[config.mk]
export PLATFORM = sky130hd
export DESIGN_NAME = romshadow_ctl
export DESIGN_NICKNAME = d
export VERILOG_FILES = /design/src/rtl/romshadow_pkg.sv /design/src/rtl/romshadow_decode.sv /design/src/rtl/romshadow_waiter.sv /design/src/rtl/romshadow_mode.sv /design/src/rtl/romshadow_ctl.sv
export SDC_FILE = /design/constraint.sdc
export NUM_CORES = 1
export LEC_CHECK = 0
export BUFFER_PORTS_ARGS = -buffer_cell sky130_fd_sc_hd__buf_2
export CAP_MARGIN = 15
export CORE_MARGIN = 2
export CORE_UTILIZATION = 40
export CTS_BUF_LIST = sky130_fd_sc_hd__clkbuf_16
export CTS_CLUSTER_DIAMETER = 80
export CTS_CLUSTER_SIZE = 12
export DETAILED_ROUTE_END_ITERATION = 16
export GPL_TIMING_DRIVEN = 0
export PLACE_DENSITY = 0.66
export SLEW_MARGIN = 20
export SYNTH_ARGS = -nofsm -noshare
export SYNTH_HDL_FRONTEND = slang
export SYNTH_HIERARCHICAL = 1
export SYNTH_SLANG_ARGS = --single-unit
[constraint.sdc]
create_clock -name clk -period 1.06 [get_ports clk]
set_input_delay 0 -clock clk [delete_from_list [all_inputs] [get_ports clk]]
set_output_delay 0 -clock clk [all_outputs]
set_load 0.005 [all_outputs]
[src/rtl/romshadow_pkg.sv]
package romshadow_pkg;

    // Active-high memory selects, inverted and phase-gated at the top.
    typedef struct packed {
        logic rom_oe;
        logic ram_oe;
        logic ram_we;
    } mem_sel_t;

    localparam mem_sel_t SEL_NONE = '{rom_oe: 1'b0, ram_oe: 1'b0, ram_we: 1'b0};

endpackage

[src/rtl/romshadow_decode.sv]
module romshadow_decode
    import romshadow_pkg::*;
#(
    parameter int unsigned ADDR_W        = 16,
    parameter int unsigned WIN_BASE      = 32'hE000,
    parameter int unsigned WIN_SIZE      = 8192,
    parameter int unsigned TRIG_ADDR     = 32'hDFFF,
    parameter bit          WRITE_PROTECT = 1'b1
) (
    input  logic [ADDR_W-1:0] addr,
    input  logic              rd,
    input  logic              shadow,
    output mem_sel_t          sel,
    output logic              in_win,
    output logic              trig_hit,
    output logic              slow_rd
);

    localparam int unsigned WIN_LAST = WIN_BASE + WIN_SIZE - 1;

    logic [31:0] addr_wide;

    always_comb begin
        addr_wide = 32'(addr);
        in_win    = (addr_wide >= WIN_BASE) && (addr_wide <= WIN_LAST);
        trig_hit  = (addr == ADDR_W'(TRIG_ADDR));
        slow_rd   = in_win && rd && !shadow && !trig_hit;
        sel       = SEL_NONE;
        if (trig_hit) begin
            sel = SEL_NONE;
        end else if (in_win) begin
            if (rd) begin
                if (shadow) sel.ram_oe = 1'b1;
                else        sel.rom_oe = 1'b1;
            end else if (!(shadow && WRITE_PROTECT)) begin
                sel.ram_we = 1'b1;
            end
        end else begin
            if (rd) sel.ram_oe = 1'b1;
            else    sel.ram_we = 1'b1;
        end
    end

endmodule

[src/rtl/romshadow_waiter.sv]
module romshadow_waiter #(
    parameter int unsigned ADDR_W   = 16,
    parameter int unsigned WAIT_CYC = 3
) (
    input  logic              clk,
    input  logic              rst_n,
    input  logic              slow_rd,
    input  logic [ADDR_W-1:0] addr,
    output logic              rdy
);

    localparam int unsigned CNT_W  = (WAIT_CYC < 2) ? 1 : $clog2(WAIT_CYC);
    localparam int unsigned RELOAD = WAIT_CYC - 1;

    typedef struct packed {
        logic [CNT_W-1:0]  cnt;
        logic [ADDR_W-1:0] last_addr;
        logic              last_vld;
    } wait_st_t;

    wait_st_t st_d, st_q;
    logic     new_acc;

    always_comb begin
        new_acc = !(st_q.last_vld && (st_q.last_addr == addr));
        rdy     = !(slow_rd && (new_acc || (st_q.cnt != '0)));
        st_d    = st_q;
        if (slow_rd && new_acc) begin
            st_d.cnt = CNT_W'(RELOAD);
        end else if (st_q.cnt != '0) begin
            st_d.cnt = st_q.cnt - 1'b1;
        end
        st_d.last_vld  = slow_rd;
        st_d.last_addr = addr;
    end

    always_ff @(posedge clk or negedge rst_n) begin
        if (!rst_n) st_q <= '0;
        else        st_q <= st_d;
    end


    cnt_bound_chk: assert property (@(posedge clk) disable iff (!rst_n)
        32'(st_q.cnt) <= RELOAD);


    new_read_stall_chk: assert property (@(posedge clk) disable iff (!rst_n)
        (slow_rd && new_acc) |-> !rdy);

endmodule

[src/rtl/romshadow_mode.sv]
module romshadow_mode (
    input  logic clk,
    input  logic rst_n,
    input  logic trig_hit,
    output logic shadow
);

    typedef struct packed {
        logic flag;
    } mode_st_t;

    mode_st_t st_d, st_q;

    always_comb begin
        st_d = st_q;
        if (trig_hit) st_d.flag = 1'b1;
    end

    always_ff @(posedge clk or negedge rst_n) begin
        if (!rst_n) st_q <= '0;
        else        st_q <= st_d;
    end

    assign shadow = st_q.flag;


    flag_sticky_chk: assert property (@(posedge clk) disable iff (!rst_n)
        shadow |=> shadow);


    flag_set_chk: assert property (@(posedge clk) disable iff (!rst_n)
        trig_hit |=> shadow);

endmodule

[src/rtl/romshadow_ctl.sv]
module romshadow_ctl
    import romshadow_pkg::*;
#(
    parameter int unsigned ADDR_W        = 16,
    parameter int unsigned WIN_BASE      = 32'hE000,
    parameter int unsigned WIN_SIZE      = 8192,
    parameter int unsigned TRIG_ADDR     = 32'hDFFF,
    parameter int unsigned WAIT_CYC      = 3,
    parameter bit          WRITE_PROTECT = 1'b1
) (
    input  logic              clk,
    input  logic              rst_n,
    input  logic              bus_phase,
    input  logic [ADDR_W-1:0] bus_addr,
    input  logic              bus_rd,
    output logic              rom_oe_n,
    output logic              ram_oe_n,
    output logic              ram_we_n,
    output logic              bus_rdy,
    output logic              fast_sel
);

    mem_sel_t sel;
    logic     in_win;
    logic     trig_hit;
    logic     slow_rd;
    logic     shadow;

    romshadow_decode #(
        .ADDR_W        (ADDR_W),
        .WIN_BASE      (WIN_BASE),
        .WIN_SIZE      (WIN_SIZE),
        .TRIG_ADDR     (TRIG_ADDR),
        .WRITE_PROTECT (WRITE_PROTECT)
    ) u_decode (
        .addr     (bus_addr),
        .rd       (bus_rd),
        .shadow   (shadow),
        .sel      (sel),
        .in_win   (in_win),
        .trig_hit (trig_hit),
        .slow_rd  (slow_rd)
    );

    romshadow_mode u_mode (
        .clk      (clk),
        .rst_n    (rst_n),
        .trig_hit (trig_hit),
        .shadow   (shadow)
    );

    romshadow_waiter #(
        .ADDR_W   (ADDR_W),
        .WAIT_CYC (WAIT_CYC)
    ) u_waiter (
        .clk     (clk),
        .rst_n   (rst_n),
        .slow_rd (slow_rd),
        .addr    (bus_addr),
        .rdy     (bus_rdy)
    );

    always_comb begin
        rom_oe_n = !(sel.rom_oe && bus_phase);
        ram_oe_n = !(sel.ram_oe && bus_phase);
        ram_we_n = !(sel.ram_we && bus_phase);
        fast_sel = shadow;
    end


    idle_phase_chk: assert property (@(posedge clk) disable iff (!rst_n)
        !bus_phase |-> (rom_oe_n && ram_oe_n && ram_we_n));


    oe_exclusive_chk: assert property (@(posedge clk) disable iff (!rst_n)
        !(!rom_oe_n && !ram_oe_n));


    fast_no_wait_chk: assert property (@(posedge clk) disable iff (!rst_n)
        fast_sel |-> bus_rdy);


    no_rom_after_shadow_chk: assert property (@(posedge clk) disable iff (!rst_n)
        fast_sel |-> rom_oe_n);

    generate
        if (WRITE_PROTECT) begin : g_wp

            wp_block_chk: assert property (@(posedge clk) disable iff (!rst_n)
                (fast_sel && in_win && !bus_rd) |-> ram_we_n);
        end
    endgenerate

endmodule

### Yosys cells after proc, flatten, opt, wreduce, memory -nomap -nowiden

Index checks and enable logic that the tools add are counted.

| word-level totals | value |
|---|---|
| flip-flop bits (word level) | 20 |
| input bits | 20 |
| output and inout bits | 5 |
| logic and storage cells | 38 |

| cells by class | value |
|---|---|
| $add $sub $neg | 1 |
| $lt $le $gt $ge | 1 |
| equality and inequality tests | 2 |
| mux-type cells | 11 |
| reductions and logical operators | 19 |

Operators with widths:

| kind | number |
|---|---|
| $eq A16 B16 Y1 | 1 |
| $eq A16 B16 Y1 const B | 1 |
| $ge A16 B16 Y1 const B | 1 |
| $logic_and A1 B1 Y1 | 9 |
| $mux W2 | 4 |
| $logic_not A1 Y1 | 7 |
| $mux W1 | 6 |
| $reduce_bool A2 Y1 | 2 |
| $mux W3 | 1 |
| $sub A2 B1 Y2 const B | 1 |
| $logic_or A1 B1 Y1 | 1 |

### Depth between registers and ports, before layout

| logic depth | value |
|---|---|
| word-level depth | 6 |
| gate-level depth with buffers | 5 |
| depth with buffers taken out | 5 |

### Cells and area by module

The synthesis kept the hierarchy.

By module, submodules not included:

| module | instances | cells each | area each (µm²) | sequential area each (µm²) |
|---|---|---|---|---|
| romshadow_waiter | 1 | 54 | 748.2 | 475.5 |
| romshadow_decode | 1 | 13 | 102.6 | 0.0 |
| romshadow_mode | 1 | 2 | 31.3 | 25.0 |
| romshadow_ctl | 1 | 3 | 11.3 | 0.0 |

### Least setup slack after synthesis

Ideal clock, no wire load.

| path | value |
|---|---|
| path kind | flip-flop to flip-flop |
| start | register u_mode.st_q (netlist: u_mode/shadow) |
| end | register u_waiter/st_q[17] in the netlist's numbering |
| setup time | 0.120 ns |
| arrival | 1.076 ns |
| required time | 0.940 ns |
| path slack | -0.135 ns |
| cell stages (with the launch flop) | 5 |
| buffers on the path | 0 |
| clock period less this slack | 1.195 ns |
| cell sequence | dfrtp_1 -> nor3b_1 -> inv_1 -> a31o_1 -> and3_1 |

| between the ends | value |
|---|---|
| word-level cells in the longest chain between the ends | 5 |
| elaborated cells between the ends (all ways) | 6 |
| those cells by class | mux: 1; reduce/logical: 5 |

RTL lines:

| element | RTL line | RTL |
|---|---|---|
| start, declared | romshadow_mode.sv:12 | `mode_st_t st_d, st_q;` |
| start signal, assigned | romshadow_mode.sv:21 | `else st_q <= st_d;` |
| $logic_not A1 Y1 (*) | romshadow_decode.sv:27 | `slow_rd = in_win && rd && !shadow && !trig_hit;` |
| $logic_and A1 B1 Y1 (*) (2 in a row) | romshadow_decode.sv:27 |  |
| named net slow_rd | romshadow_ctl.sv:26 | `logic slow_rd;` |
| $logic_and A1 B1 Y1 (*) | romshadow_waiter.sv:28 | `if (slow_rd && new_acc) begin` |
| $mux W2 or $reduce_bool A2 Y1 (tied branches) | n/a |  |
| end signal, assigned | romshadow_waiter.sv:39 | `else st_q <= st_d;` |
| end, declared | romshadow_waiter.sv:21 | `wait_st_t st_d, st_q;` |

The timed path passes the listed nets; every way through them passes the cells marked *.
A chain may end at the register's enable or synchronous reset.

### Worst setup path in the final report

| path | value |
|---|---|
| start | register u_waiter/st_q[4] in the netlist's numbering |
| end | output port bus_rdy |

| between the ends | value |
|---|---|
| word-level cells in the longest chain between the ends | 6 |

RTL lines:

| element | RTL line | RTL |
|---|---|---|
| $eq A16 B16 Y1 | romshadow_waiter.sv:25 | `new_acc = !(st_q.last_vld && (st_q.last_addr == addr));` |
| $logic_and A1 B1 Y1 | romshadow_waiter.sv:25 |  |
| $logic_not A1 Y1 | romshadow_waiter.sv:25 |  |
| $logic_or A1 B1 Y1 | romshadow_waiter.sv:26 | `rdy = !(slow_rd && (new_acc \|\| (st_q.cnt != '0)));` |
| $logic_and A1 B1 Y1 | romshadow_waiter.sv:26 |  |
| $logic_not A1 Y1 | romshadow_waiter.sv:26 |  |
| end, declared | romshadow_ctl.sv:19 | `output logic bus_rdy,` |

No other way between the ends.

==> results.toml <==
[cells_and_area]
area_growth_pct = 49.1
antennaDiodeCount = 0
layout_common_cells = "buf_2 (24), dfrtp_1 (19), dlygate4sd3_1 (17)"
final_area_sq_um = 1330
final_common_cell = "buf_2"
drive_gt1_share_pct = 34.2
layout.nets = 140

[cts]
cts_sinks = 20
cts_tree = "built"
cts_made_buffers = 3
htreeDepth = 1
cts_max_path_buffers = 2
worstSkewPairLatency_ns = 0.25
path_clk_slew_ns = 0.05
root_buffer = "clkbuf_16"

[sta]
fin_hold_ws_ns = 0.0930
finClkSkew_ns = 0.00217
fin_ws_ns = -0.480
rsz0062_at_grt = "true"
post-route-period-util_pct = 145
final_hold_viol_count = 0
finalSetupViolations = 5
drv_slew = 0
max_freq_ghz = 0.649
layout_min_cycle_time_ns = 1.54
relSlewSlack_pct = 69.8
worstMarginPinSlew_ns = 0.452

[placed_design]
port_buffers = 24
routabilityCongestion = 0.750
place_ws_ns = -0.211
place_area_sq_um = 1050
place_hpwl_mm = 1.30

[routing]
drt-vias-per-instance = 4.81
drc = 0
drt-initial-drc-count = 4
via_count = 698
ant_nets = 0
wl_mm = 1.88
wl_per_cell_um = 13.0
first_pass_iters = 4

[pwr]
p_leak_uw = 0.000605
vdd_ir_drop_max_v = 0.00117
p_per_area_nw_per_um2 = 1540

[global_route]
grt_use_total_pct = 16.7
grt_pass1_vias = 719
antenna_found_initial = 0
overflow = 0
grt_pass1_wl_mm = 3.15
grt_start_max_net_pins = 21

[outcome]
status = "finished, violations left"
violations = "setup timing"

[synth]
ys_warn_count = 6
synth_area_sq_um = 890
synthCells = 71
syn_area_per_cell_sq_um = 12.5
synth_nets = 92

[floorplan]
die_w_um = 51.2
die_h_um = 51.2
core_area_sq_um = 2150
start_util_pct = 41.4
io_pins = 25
die_area_sq_um = 2620
fp-row-count = 17

[setup_path]
critPathKind = "register to output port"
worst-path-max-fanout = 2
cp-start-kind = "register"
r2r_slack_ns = -0.28
required_ns = 1.06
cp-end-kind = "output port"
critPathArrivalTime_ns = 1.54

[worst_hold_path]
holdCritPathClass = "primary input to register"

[flow_run]
drv_cap = 0
==> final timing paths <==
| kind | start | end | cells past startpoint |
|---|---|---|---|
| hold reg to reg | u_waiter/st_q[18] | u_waiter/st_q[18] | 2 |
| hold / removal | bus_rd | u_waiter/st_q[0] | 2 |
| setup / recovery | u_waiter/st_q[4] | bus_rdy | 5 |
| max in group asynchronous | rst_n | u_mode/shadow | 2 |
| setup reg to reg | u_waiter/st_q[6] | u_waiter/st_q[17] | 5 |
| min in group asynchronous | rst_n | u_waiter/st_q[11] | 2 |
==> critical path, stage by stage, from the launching register on <==
cell	delay, ns
dfrtp_1	0.37
xor2_1	0.15
nor4_2	0.37
nand3_1	0.13
o21ai_1	0.15
buf_2	0.13
==> through the flow <==
stage	TNS [ns]	power (uW)	instances	util (%)
floorplan	-0.187	1120	71	-
global placement	-0.559	1230	123	48.9
detailed placement	-0.587	1250	123	48.9
CTS	-1.13	2070	144	60.9
global route	-1.68	2140	145	61.7
finish	-1.29	2050	145	61.7
==> power by group <==
group / total [uW] / internal, uW / switching [uW]
clock: 759 / 497 / 262
combinational: 415 / 215 / 200
sequential: 875 / 839 / 35.5
==> area by class of cell <==
type,instances,area [sq um]
fillers,173,822
flip-flops and latches,20,502
multi-input cells,48,394
repair buffers,43,309
clock buffers,3,75.1
well taps,28,35.0
inverters,3,11.3
==> metal layers <==
metal  global-route usage [%]  share of wire [%]
met5                        0                  0
met4                     9.46                2.5
met3                     3.22                4.9
met2                     29.7                 51
met1                     18.6                 41
==> state kept, by name, indices dropped and copies added (netlist names) <==
| name | flops |
|---|---|
| u_mode/shadow | 1 |
| u_waiter/st_q | 19 |
==> repair_timing <==
item,in CTS,in global routing
pin swaps,8,5
endpoints found under the hold margin,36,0
gates resized for setup,3,3
setup buffers,1,2
hold buffers,17,0
cloned,0,0
endpoints found under the setup margin,6,6
(Power assumes the default switching activity.)
